$ cat src/rtl/stamp_wdog_counter.sv
module stamp_wdog_counter #(
  parameter int DIGITS = 4,
  parameter int SRC_W  = 2,
  localparam int W     = 4 * DIGITS
) (
  input  logic             clk,
  input  logic             rst_n,
  input  logic             tick,
  input  logic             bin_mode,
  input  logic             tmr_wr,
  input  logic [W-1:0]     tmr_wdata,
  input  logic             wd_restart,
  input  logic             irq_clr,
  input  logic [SRC_W-1:0] ev_stb,
  output logic [W-1:0]     count,
  output logic [W-1:0]     cap_count,
  output logic [SRC_W-1:0] cap_src,
  output logic             irq
);

  logic         mode_q;
  logic [W-1:0] tmr_reg;
  logic         mode_chg, expire;

  function automatic logic [W-1:0] bcd_dec(input logic [W-1:0] v);
    logic [W-1:0] r;
    logic         b;
    r = v;
    b = 1'b1;
    for (int i = 0; i < DIGITS; i++) begin
      if (b) begin
        if (r[4*i +: 4] == 4'd0) r[4*i +: 4] = 4'd9;
        else begin
          r[4*i +: 4] = r[4*i +: 4] - 4'd1;
          b = 1'b0;
        end
      end
    end
    return r;
  endfunction

  assign mode_chg = (bin_mode != mode_q);
  assign expire   = !mode_chg && !bin_mode && !tmr_wr && !wd_restart && tick &&
                    (count == W'(0) || count == W'(1));

  always_ff @(posedge clk) begin
    if (!rst_n) begin
      mode_q  <= 1'b1;
      count   <= '1;
      tmr_reg <= '0;
    end else begin
      mode_q <= bin_mode;
      if (tmr_wr) tmr_reg <= tmr_wdata;
      if (mode_chg)                count <= bin_mode ? '1 : tmr_reg;
      else if (bin_mode) begin
        if (tick)                  count <= count - W'(1);
      end
      else if (tmr_wr)             count <= tmr_wdata;
      else if (wd_restart)         count <= tmr_reg;
      else if (expire)             count <= tmr_reg;
      else if (tick)               count <= bcd_dec(count);
    end
  end

  always_ff @(posedge clk) begin
    if (!rst_n) begin
      cap_count <= '0;
      cap_src   <= '0;
    end else if (|ev_stb) begin
      cap_count <= count;
      cap_src   <= ev_stb;
    end
  end

  always_ff @(posedge clk) begin
    if (!rst_n)       irq <= 1'b0;
    else if (expire)  irq <= 1'b1;
    else if (irq_clr) irq <= 1'b0;
  end

  a_r2_bin_step: assert property (@(posedge clk) disable iff (!rst_n)
    (tick && bin_mode && mode_q) |=> count == $past(count) - W'(1));

  a_r3_hold: assert property (@(posedge clk) disable iff (!rst_n)
    (!tick && bin_mode == mode_q && !tmr_wr && !wd_restart) |=> $stable(count));

  a_r4_capture: assert property (@(posedge clk) disable iff (!rst_n)
    (|ev_stb) |=> (cap_count == $past(count) && cap_src == $past(ev_stb)));

  a_r7_expire_irq: assert property (@(posedge clk) disable iff (!rst_n)
    (tick && !bin_mode && !mode_q && !tmr_wr && !wd_restart &&
     (count == W'(0) || count == W'(1))) |=> irq);

  a_r8_sticky: assert property (@(posedge clk) disable iff (!rst_n)
    (irq && !irq_clr) |=> irq);

  a_r10_to_binary: assert property (@(posedge clk) disable iff (!rst_n)
    (bin_mode && !mode_q) |=> count == '1);

endmodule

$ cat config.mk
export PLATFORM = sky130hd
export DESIGN_NAME = stamp_wdog_counter
export DESIGN_NICKNAME = d
export VERILOG_FILES = /design/src/rtl/stamp_wdog_counter.sv
export SDC_FILE = /design/constraint.sdc
export NUM_CORES = 1
export LEC_CHECK = 0
export BUFFER_PORTS_ARGS = -buffer_cell sky130_fd_sc_hd__buf_2
export CAP_MARGIN = 20
export CORE_ASPECT_RATIO = 2
export CORE_UTILIZATION = 55
export DETAILED_ROUTE_END_ITERATION = 8
export PLACE_DENSITY = 0.79
export SYNTH_ARGS = -nofsm -noshare
export SYNTH_HDL_FRONTEND = slang
export SYNTH_SLANG_ARGS = --single-unit
$ cat constraint.sdc
create_clock -name clk -period 2.4 [get_ports clk]
set_input_delay 0.12 -clock clk [delete_from_list [all_inputs] [get_ports clk]]
set_output_delay 0.12 -clock clk [all_outputs]
set_load 0.05 [all_outputs]
==> flow_summary.toml, run 1 <==
[clock_tree]
cts_sinks = 52
post_cts_resize_count = 0
postCtsSetupRepairBufs = 0
worstSkewPairLatency_ns = 0.31
clock_path_buffers = 2
cts_tree = "built"
cts.root.buffer_cell = "sky130_fd_sc_hd__clkbuf_8"
cts_hold_repair.buffers = 0
cts-buffers-inserted = 5
clkSlewWorstSetupHoldPaths_ns = 0.09
cts-htree-levels = 2

[critical_path]
cp_data_arrival_time_ns = 2.45
critPathRequiredTime_ns = 2.58
crit_type = "flop to flop"
register_to_register_setup_slack_ns = 0.13
critPathCapture = "count[1]"
worst-path-max-fanout = 5
worst_r2r_startpoint = "count[8]"
reg2reg_to = "count[1]"
cp-end-kind = "flop"
r2r.worst_path.cells = 7
startpoint_type = "flop"
setup.worst_path.start = "count[8]"

[synth]
ys_types = 56
yosys_warnings = 0
ys_top_cells_by_area = "sky130_fd_sc_hd__dfxtp_1 (34%), sky130_fd_sc_hd__nand2_1 (7.2%), sky130_fd_sc_hd__mux2i_1 (6.2%), sky130_fd_sc_hd__nor2_1 (5.2%), sky130_fd_sc_hd__a21oi_1 (5.2%)"
synth.yosys.seq_area_share_pct = 33.7
synth.largest_area_cell = "sky130_fd_sc_hd__dfxtp_1"
postSynthAreaPerCell_um2 = 7.76
synth_largest_type_area_fraction_pct = 33.7
synthArstFlopShare_pct = 0
syn_nets = 426
yosys_most_used_dff = "sky130_fd_sc_hd__dfxtp_1"
synth_enable_flop_cells = 0
ys_top_cells_by_count = "sky130_fd_sc_hd__nand2_1 (59), sky130_fd_sc_hd__dfxtp_1 (52), sky130_fd_sc_hd__nor2_1 (43), sky130_fd_sc_hd__a21oi_1 (32)"
syn_inst = 398
synth_seq_cells = 52
syn_area_um2 = 3090
yosysMostFrequentCell = "sky130_fd_sc_hd__nand2_1"

[cells_and_area]
layout.core_utilization_pct = 66.7
layout-drive-gt1-share_pct = 24.2
syn2layout_area_growth_pct = 17.0
fill_cells = 514
design_area_um2 = 3610
final-instance-count-excl-fill = 518
nNetsFinal = 486
antenna-diode-count = 0

[drt]
detail_route.vias_per_cell = 6.20
detail_route.wl_per_cell_um = 17.3
antenna_left = 0
vias_post_dr = 3213
initial_drc_count = 154
drt_wl_total_mm = 8.97
drt_pass1_iterations = 5
route.detailed.drc = 0

[sta]
final.hold.worst_slack_ns = 0.0532
report.final.slew_viol_count = 0
postLayoutSetupSlackWorst_ns = 0.134
worst_pin_slew_ns = 0.588
peak_freq_mhz = 441
relSlewSlack_pct = 60.6
final.setup_skew_ns = 0.00956
number_of_hold_violations_in_the_final_report = 0
setup_viol_count_final = 0
fin_crit_ns = 2.27
fin_crit_sh_pct = 94.4
fin_setup_tns_ns = 0

[placement]
place.detailed.instances = 511
gpl.final_weighted_congestion = 0.970
detailed_place_hpwl_mm = 6.51
postPlaceCellArea_um2 = 3500
place_ws_ns = 0.0651
place.port_buffers = 59

[power]
max_ir_drop_vdd_mv = 0.602
power_density_nw_per_um2 = 652
fin_total_pwr_mw = 2.36
p_leak_nw = 1.58

[die]
chipHeight_um = 108
floorplan.die_area_um2 = 5940
core.rowCount = 38
core_area_um2 = 5420
num_io_pins = 60
starting_density_of_the_core_pct = 57.0
die-width_um = 55.0

[global_route]
via_count_of_the_first_global_routing_pass = 2984
number_of_antenna_violations_at_the_first_check_in_global_routing = 0
globalRoute.totalOverflow = 0
gr-usage-all-layers_pct = 32.5
maximum_number_of_pins_on_one_net_before_global_route_repair = 41
first_pass_grt_wire_length_mm = 14.1

[run]
max_cap_violations = 0

[min_path]
hold_path.class = "input pin to flop"

[run_status]
status = "completed"
critical path: stages (launching register included):
cell                        delay [ns]
sky130_fd_sc_hd__dfxtp_1          0.34
sky130_fd_sc_hd__nor4_4           0.41
sky130_fd_sc_hd__o2111ai_2        0.24
sky130_fd_sc_hd__o31a_1           0.32
sky130_fd_sc_hd__buf_4            0.16
sky130_fd_sc_hd__mux2_1           0.31
sky130_fd_sc_hd__a211oi_1         0.23
sky130_fd_sc_hd__o211ai_1         0.12
cell families after synthesis:
group,Yosys count,share of synthesized area [%]
simple gates,157,24.9
compound gates,111,23.9
fa+ha+maj,3,1.22
flops,52,33.7
xor+xnor,7,1.98
buf+inv,47,7.41
mux,21,6.89
worst min path at each step:
stage	from	to	cells after the start
5_1_grt	tmr_wdata[3]	tmr_reg[3]	3
3_5_place_dp	ev_stb[1]	cap_src[1]	3
3_3_place_gp	ev_stb[1]	cap_src[1]	3
6_report	tmr_wdata[3]	tmr_reg[3]	3
4_1_cts	tmr_wdata[3]	tmr_reg[3]	3
2_1_floorplan	ev_stb[1]	cap_src[1]	2
final cells by class:
class	instances	area, um2	area share [%]
clock buffer	7	96.3	2.67
inverter	10	37.5	1.04
multi-input combinational	299	1830	50.7
sequential	52	1040	28.9
tap	60	75.1	2.08
timing repair buffer	90	528	14.6
cell usage in the layout (no fill, tap or decap), types with 3 or more instances in the layout:
cell and count:
sky130_fd_sc_hd__xnor2_1 6, sky130_fd_sc_hd__buf_2 59, sky130_fd_sc_hd__o21ai_0 12, sky130_fd_sc_hd__nor2_1 43, sky130_fd_sc_hd__o31a_1 4, sky130_fd_sc_hd__o21a_1 5, sky130_fd_sc_hd__o31ai_1 5, sky130_fd_sc_hd__dfxtp_1 50
sky130_fd_sc_hd__nand2b_1 6, sky130_fd_sc_hd__nor3_1 13, sky130_fd_sc_hd__nor4_4 3, sky130_fd_sc_hd__inv_1 10, sky130_fd_sc_hd__a211oi_1 10, sky130_fd_sc_hd__clkbuf_8 7, sky130_fd_sc_hd__buf_4 31, sky130_fd_sc_hd__ha_1 3
sky130_fd_sc_hd__a32oi_1 5, sky130_fd_sc_hd__nand2_1 59, sky130_fd_sc_hd__nand3_1 8, sky130_fd_sc_hd__a31oi_1 8, sky130_fd_sc_hd__o211ai_1 5, sky130_fd_sc_hd__a221oi_1 7, sky130_fd_sc_hd__a21oi_1 32, sky130_fd_sc_hd__mux2i_1 19
sky130_fd_sc_hd__nor4_1 5, sky130_fd_sc_hd__o21ai_1 4, sky130_fd_sc_hd__or3_1 3
layer usage:
metal	share of wire [%]	GRT usage (%)	wire, um	up-vias
li1	-	-	-	1548
met1	37	36.6	3320	1472
met2	52	56.9	4700	152
met3	5.9	4.36	529	41
met4	4.7	15.2	419	0
met5	0	0	0	-
power by group:
group,internal [mW],total (mW),switching (mW)
sequential,0.943,1.01,0.0663
clock,0.258,0.551,0.293
combinational,0.259,0.797,0.538
No activity file was read; power rests on OpenSTA's default activity.
==> run 2: changes to the inputs <==
- CAP_MARGIN: 20 -> default
- PLACE_DENSITY: 0.79 -> 0.85
==> run 2 against run 1 <==
  * Sequential share of layout area fell by 0.080 points
  * Setup slack got worse by 0.021 ns
  * Sequential power barely moved
  * Combinational power rose by 2%
  * First-iteration DRC count rose by 6.5%
  * Critical path depth did not move
  * Register-to-register slack got worse by 0.02 ns
  * Wire length rose by 3.3%
  * Total power rose by 3.4%
  * Core utilization rose by 0.18 points
  * Largest power group unchanged
==> flow_summary.toml, run 2 (synthesis gave the netlist of run 1 again) <==
[critical_path]
reg2reg_to = "count[1]"
worst_r2r_startpoint = "count[10]"
r2r.worst_path.cells = 7
critPathRequiredTime_ns = 2.59
startpoint_type = "flop"
worst-path-max-fanout = 8
register_to_register_setup_slack_ns = 0.11
cp-end-kind = "flop"
crit_type = "flop to flop"
cp_data_arrival_time_ns = 2.48

[sta]
peak_freq_mhz = 437
final.hold.worst_slack_ns = 0.0522
relSlewSlack_pct = 58.6
number_of_hold_violations_in_the_final_report = 0
setup_viol_count_final = 0
fin_crit_ns = 2.29
worst_pin_slew_ns = 0.619
fin_crit_sh_pct = 95.3
fin_setup_tns_ns = 0
rsz0062_at_grt = "false"
report.final.slew_viol_count = 0
final.setup_skew_ns = 0.00548

[global_route]
globalRoute.totalOverflow = 0
first_pass_grt_wire_length_mm = 14.4
maximum_number_of_pins_on_one_net_before_global_route_repair = 41
gr-usage-all-layers_pct = 33.6
via_count_of_the_first_global_routing_pass = 3109
number_of_antenna_violations_at_the_first_check_in_global_routing = 0

[clock_tree]
post_cts_resize_count = 0
clock_path_buffers = 2
postCtsSetupRepairBufs = 0
cts.root.buffer_cell = "sky130_fd_sc_hd__clkbuf_8"
cts-htree-levels = 2
cts_tree = "built"
clkSlewWorstSetupHoldPaths_ns = 0.10
cts_sinks = 52
cts_hold_repair.buffers = 0
worstSkewPairLatency_ns = 0.32
cts-buffers-inserted = 5

[placement]
detailed_place_hpwl_mm = 6.74
place.port_buffers = 59
gpl.final_weighted_congestion = 0.948
postPlaceCellArea_um2 = 3500

[die]
chipHeight_um = 108
die-width_um = 55.0
starting_density_of_the_core_pct = 57.0
core_area_um2 = 5420
core.rowCount = 38
num_io_pins = 60
floorplan.die_area_um2 = 5940

[cells_and_area]
nNetsFinal = 485
syn2layout_area_growth_pct = 17.3
antenna-diode-count = 0
layout.core_utilization_pct = 66.9
design_area_um2 = 3620
fill_cells = 483
layout-drive-gt1-share_pct = 24.5
layout_common_cells = "sky130_fd_sc_hd__nand2_1 (59), sky130_fd_sc_hd__buf_2 (59), sky130_fd_sc_hd__dfxtp_1 (50)"

[power]
p_leak_nw = 1.58
fin_total_pwr_mw = 2.44
power_density_nw_per_um2 = 673
max_ir_drop_vdd_mv = 0.514

[drt]
antenna_left = 0
route.detailed.drc = 0
drt_pass1_iterations = 5
initial_drc_count = 164
vias_post_dr = 3242
drt_wl_total_mm = 9.26
detail_route.vias_per_cell = 6.26
detail_route.wl_per_cell_um = 17.9

[min_path]
hold_path.class = "input pin to flop"
hold_path_end = "cap_src[1]"
worst_hold_startpoint = "ev_stb[1]"
worst_hold_path_depth = 3

[run]
max_cap_violations = 0

[run_status]
status = "completed"
-- run 2: changes by cell type in the layout (fill, tap and decap cells not counted), sizes merged --
| cell | change |
|---|---|
| bufinv | +1 |
| buf | -1 |
| clkinv | +1 |
| clkbuf | -1 |
-- run 2: metal layers --
layer	vias up	GRT usage, %	part of all wire, %
li1	1548	-	-
met1	1510	37.2	37
met2	151	55.1	52
met3	33	5.34	5.4
met4	0	23.2	5.0
met5	-	0	0
-- run 2: worst max-delay path: stages (launching register included) --
cell and delay, ns:
sky130_fd_sc_hd__dfxtp_1 0.42, sky130_fd_sc_hd__nor4_4 0.35, sky130_fd_sc_hd__o2111ai_2 0.26, sky130_fd_sc_hd__o31a_1 0.33, sky130_fd_sc_hd__buf_4 0.17, sky130_fd_sc_hd__mux2_1 0.31, sky130_fd_sc_hd__a211oi_1 0.22, sky130_fd_sc_hd__o211ai_1 0.11
-- run 2: final cells by class --
class                      count  area (um2)  share of cell area [%]
sequential                    52        1040                    28.8
tap                           60        75.1                    2.07
clock buffer                   6        72.6                    2.00
timing repair buffer          89         520                    14.4
multi-input combinational    299        1840                    50.8
inverter                      10        37.5                    1.04
clock inverter                 2        35.0                   0.967
-- run 2: metrics by stage --
step	std cells	setup WS (ns)
2_1_floorplan	398	0.0393
4_1_cts	518	0.0803
3_3_place_gp	510	0.178
3_5_place_dp	510	0.102
6_report	518	0.113
5_1_grt	518	0.00467
-- run 2: worst max path at each step --
stage	from	endpoint	slack, ns	cells past startpoint
2_1_floorplan	count[9]	count[1]	0.04	7
3_3_place_gp	count[10]	count[1]	0.18	7
3_5_place_dp	count[10]	count[9]	0.10	6
4_1_cts	count[10]	count[9]	0.08	6
5_1_grt	count[10]	count[1]	0.005	7
6_report	count[10]	count[1]	0.11	7
-- run 2: report_power, final --
group | total, mW | internal [mW] | switching (mW)
sequential | 1.01 | 0.943 | 0.0679
clock | 0.618 | 0.310 | 0.308
combinational | 0.809 | 0.261 | 0.547
total | 2.44 | 1.51 | 0.923
==> run 3: changes to the inputs <==
- RECOVER_POWER: default -> 100
==> run 3 against run 2 <==
  * Core utilization fell by 1.9 points
  * Total power fell by 1.6%
  * Clock power barely moved
  * Critical path depth unchanged
  * Maximum frequency decreased by 0.17%
  * Combinational power down 5.1%
  * Via count is 0.65% higher
  * Count of clock-buffer cells in the layout unchanged
  * Sequential share of layout area is 0.83 points higher
  * Cell area down 2.8%
  * Wire length is 0.14% lower
  * Die area unchanged
  * Highest routed layer unchanged
==> flow_summary.toml, run 3 (synthesis gave the netlist of run 1 again) <==
[run]
max_cap_violations = 0

[critical_path]
cp_data_arrival_time_ns = 2.54
setup.worst_path.start = "count[4]"
critical_path_buf_inv_count = 1
r2r.worst_path.cells = 7
worst-path-max-fanout = 12
worstSetupPathDepth = 7
crit_type = "flop to flop"
startpoint_type = "flop"
cp-end-kind = "flop"
worst_r2r_startpoint = "count[4]"
critPathRequiredTime_ns = 2.65
timing.critical_path.slowest_cell_delay_ns = 0.65
crit_chain = "clkbuf_1, or4_4, nor4_4, xnor2_1, a222oi_1, mux2i_1, a21oi_1"
critPathTopFamily = "simple AND/OR/NAND/NOR gates"
crit_slowest_cell = "sky130_fd_sc_hd__or4_4"

[global_route]
via_count_of_the_first_global_routing_pass = 3109
globalRoute.totalOverflow = 0
gr-usage-all-layers_pct = 33.6
number_of_antenna_violations_at_the_first_check_in_global_routing = 0
first_pass_grt_wire_length_mm = 14.4
maximum_number_of_pins_on_one_net_before_global_route_repair = 41

[clock_tree]
postCtsSetupRepairBufs = 0
cts_tree = "built"
cts_sinks = 52
clkSlewWorstSetupHoldPaths_ns = 0.10
cts-htree-levels = 2
cts-buffers-inserted = 5
clock_path_buffers = 2
worstSkewPairLatency_ns = 0.32
cts.root.buffer_cell = "sky130_fd_sc_hd__clkbuf_8"

[cells_and_area]
layout-drive-gt1-share_pct = 13.8
final_common_cell = "sky130_fd_sc_hd__nand2_1"
fill_cells = 521
nNetsFinal = 485
design_area_um2 = 3520
final-instance-count-excl-fill = 518
syn2layout_area_growth_pct = 14.1
layout_common_cells = "sky130_fd_sc_hd__nand2_1 (59), sky130_fd_sc_hd__dfxtp_1 (50), sky130_fd_sc_hd__clkbuf_1 (50)"
antenna-diode-count = 0

[sta]
setup_viol_count_final = 0
fin_setup_tns_ns = 0
number_of_hold_violations_in_the_final_report = 0
final.hold.worst_slack_ns = 0.0508
final.setup_skew_ns = 0.00691
worst_pin_slew_ns = 0.647
fin_crit_sh_pct = 95.5
rsz0062_at_grt = "false"
relSlewSlack_pct = 57.0
peak_freq_mhz = 437
report.final.slew_viol_count = 0
fin_crit_ns = 2.29

[placement]
postPlaceCellArea_um2 = 3500
gpl.final_weighted_congestion = 0.948
place.port_buffers = 59
place.detailed.instances = 510
detailed_place_hpwl_mm = 6.74

[die]
num_io_pins = 60
floorplan.die_area_um2 = 5940
core_area_um2 = 5420
core.rowCount = 38
starting_density_of_the_core_pct = 57.0
chipHeight_um = 108
die-width_um = 55.0

[drt]
route.detailed.drc = 0
detail_route.vias_per_cell = 6.30
detail_route.wl_per_cell_um = 17.9
drt_pass1_iterations = 5
vias_post_dr = 3263
initial_drc_count = 185
antenna_left = 0
drt_wl_total_mm = 9.25

[power]
max_ir_drop_vdd_mv = 0.512
fin_total_pwr_mw = 2.40
power_density_nw_per_um2 = 681
p_leak_nw = 1.44

[min_path]
worst_hold_startpoint = "ev_stb[1]"
hold_path.class = "input pin to flop"
worst_hold_path_depth = 3

[run_status]
status = "completed"
-- run 3: report_power, final --
group / switching (mW) / total, mW / internal [mW] / leakage [nW]
registers: 0.0685 / 1.01 / 0.943 / 0.432
clock network: 0.309 / 0.619 / 0.310 / 0.0552
logic: 0.547 / 0.768 / 0.221 / 0.952
-- run 3: final timing paths --
kind                   to  slack [ns]
max             count[10]        0.11
min            cap_src[1]        0.05
max reg2reg     count[10]        0.11
min reg2reg  cap_count[9]        0.45
-- run 3: area by class of cell --
class	count	area, um2	area share (%)
Multi-Input combinational cell	299	1840	52.2
Clock inverter	2	35.0	0.994
Clock buffer	6	72.6	2.06
Inverter	10	37.5	1.07
Tap cell	60	75.1	2.13
Sequential cell	52	1040	29.6
Timing Repair Buffer	89	419	11.9
-- run 3: layer usage --
metal	up-vias	global-route usage, %	routed length (um)
li1	1549	-	-
met1	1542	37.2	3490
met2	143	55.1	4860
met3	29	5.34	490
met4	0	23.2	408
met5	-	0	0
-- run 3: tightest hold or removal path, stage by stage --
cell	delay, ns
sky130_fd_sc_hd__buf_2	0.10
sky130_fd_sc_hd__a21oi_1	0.04
sky130_fd_sc_hd__nor2_1	0.08
-- run 3: timing repair --
action,4_1_cts,5_1_grt
hold buffers,0,0
hold endpoints to repair,0,0
resized for setup,0,5
endpoints found under the setup margin,0,9
-- run 3: through the flow --
step                      utilization, %  setup WS (ns)
after global placement              64.5          0.178
after CTS                           66.5         0.0803
after global routing                65.0        0.00362
final                               65.0          0.109
after detailed placement            64.5          0.102
after floorplan                        -         0.0393
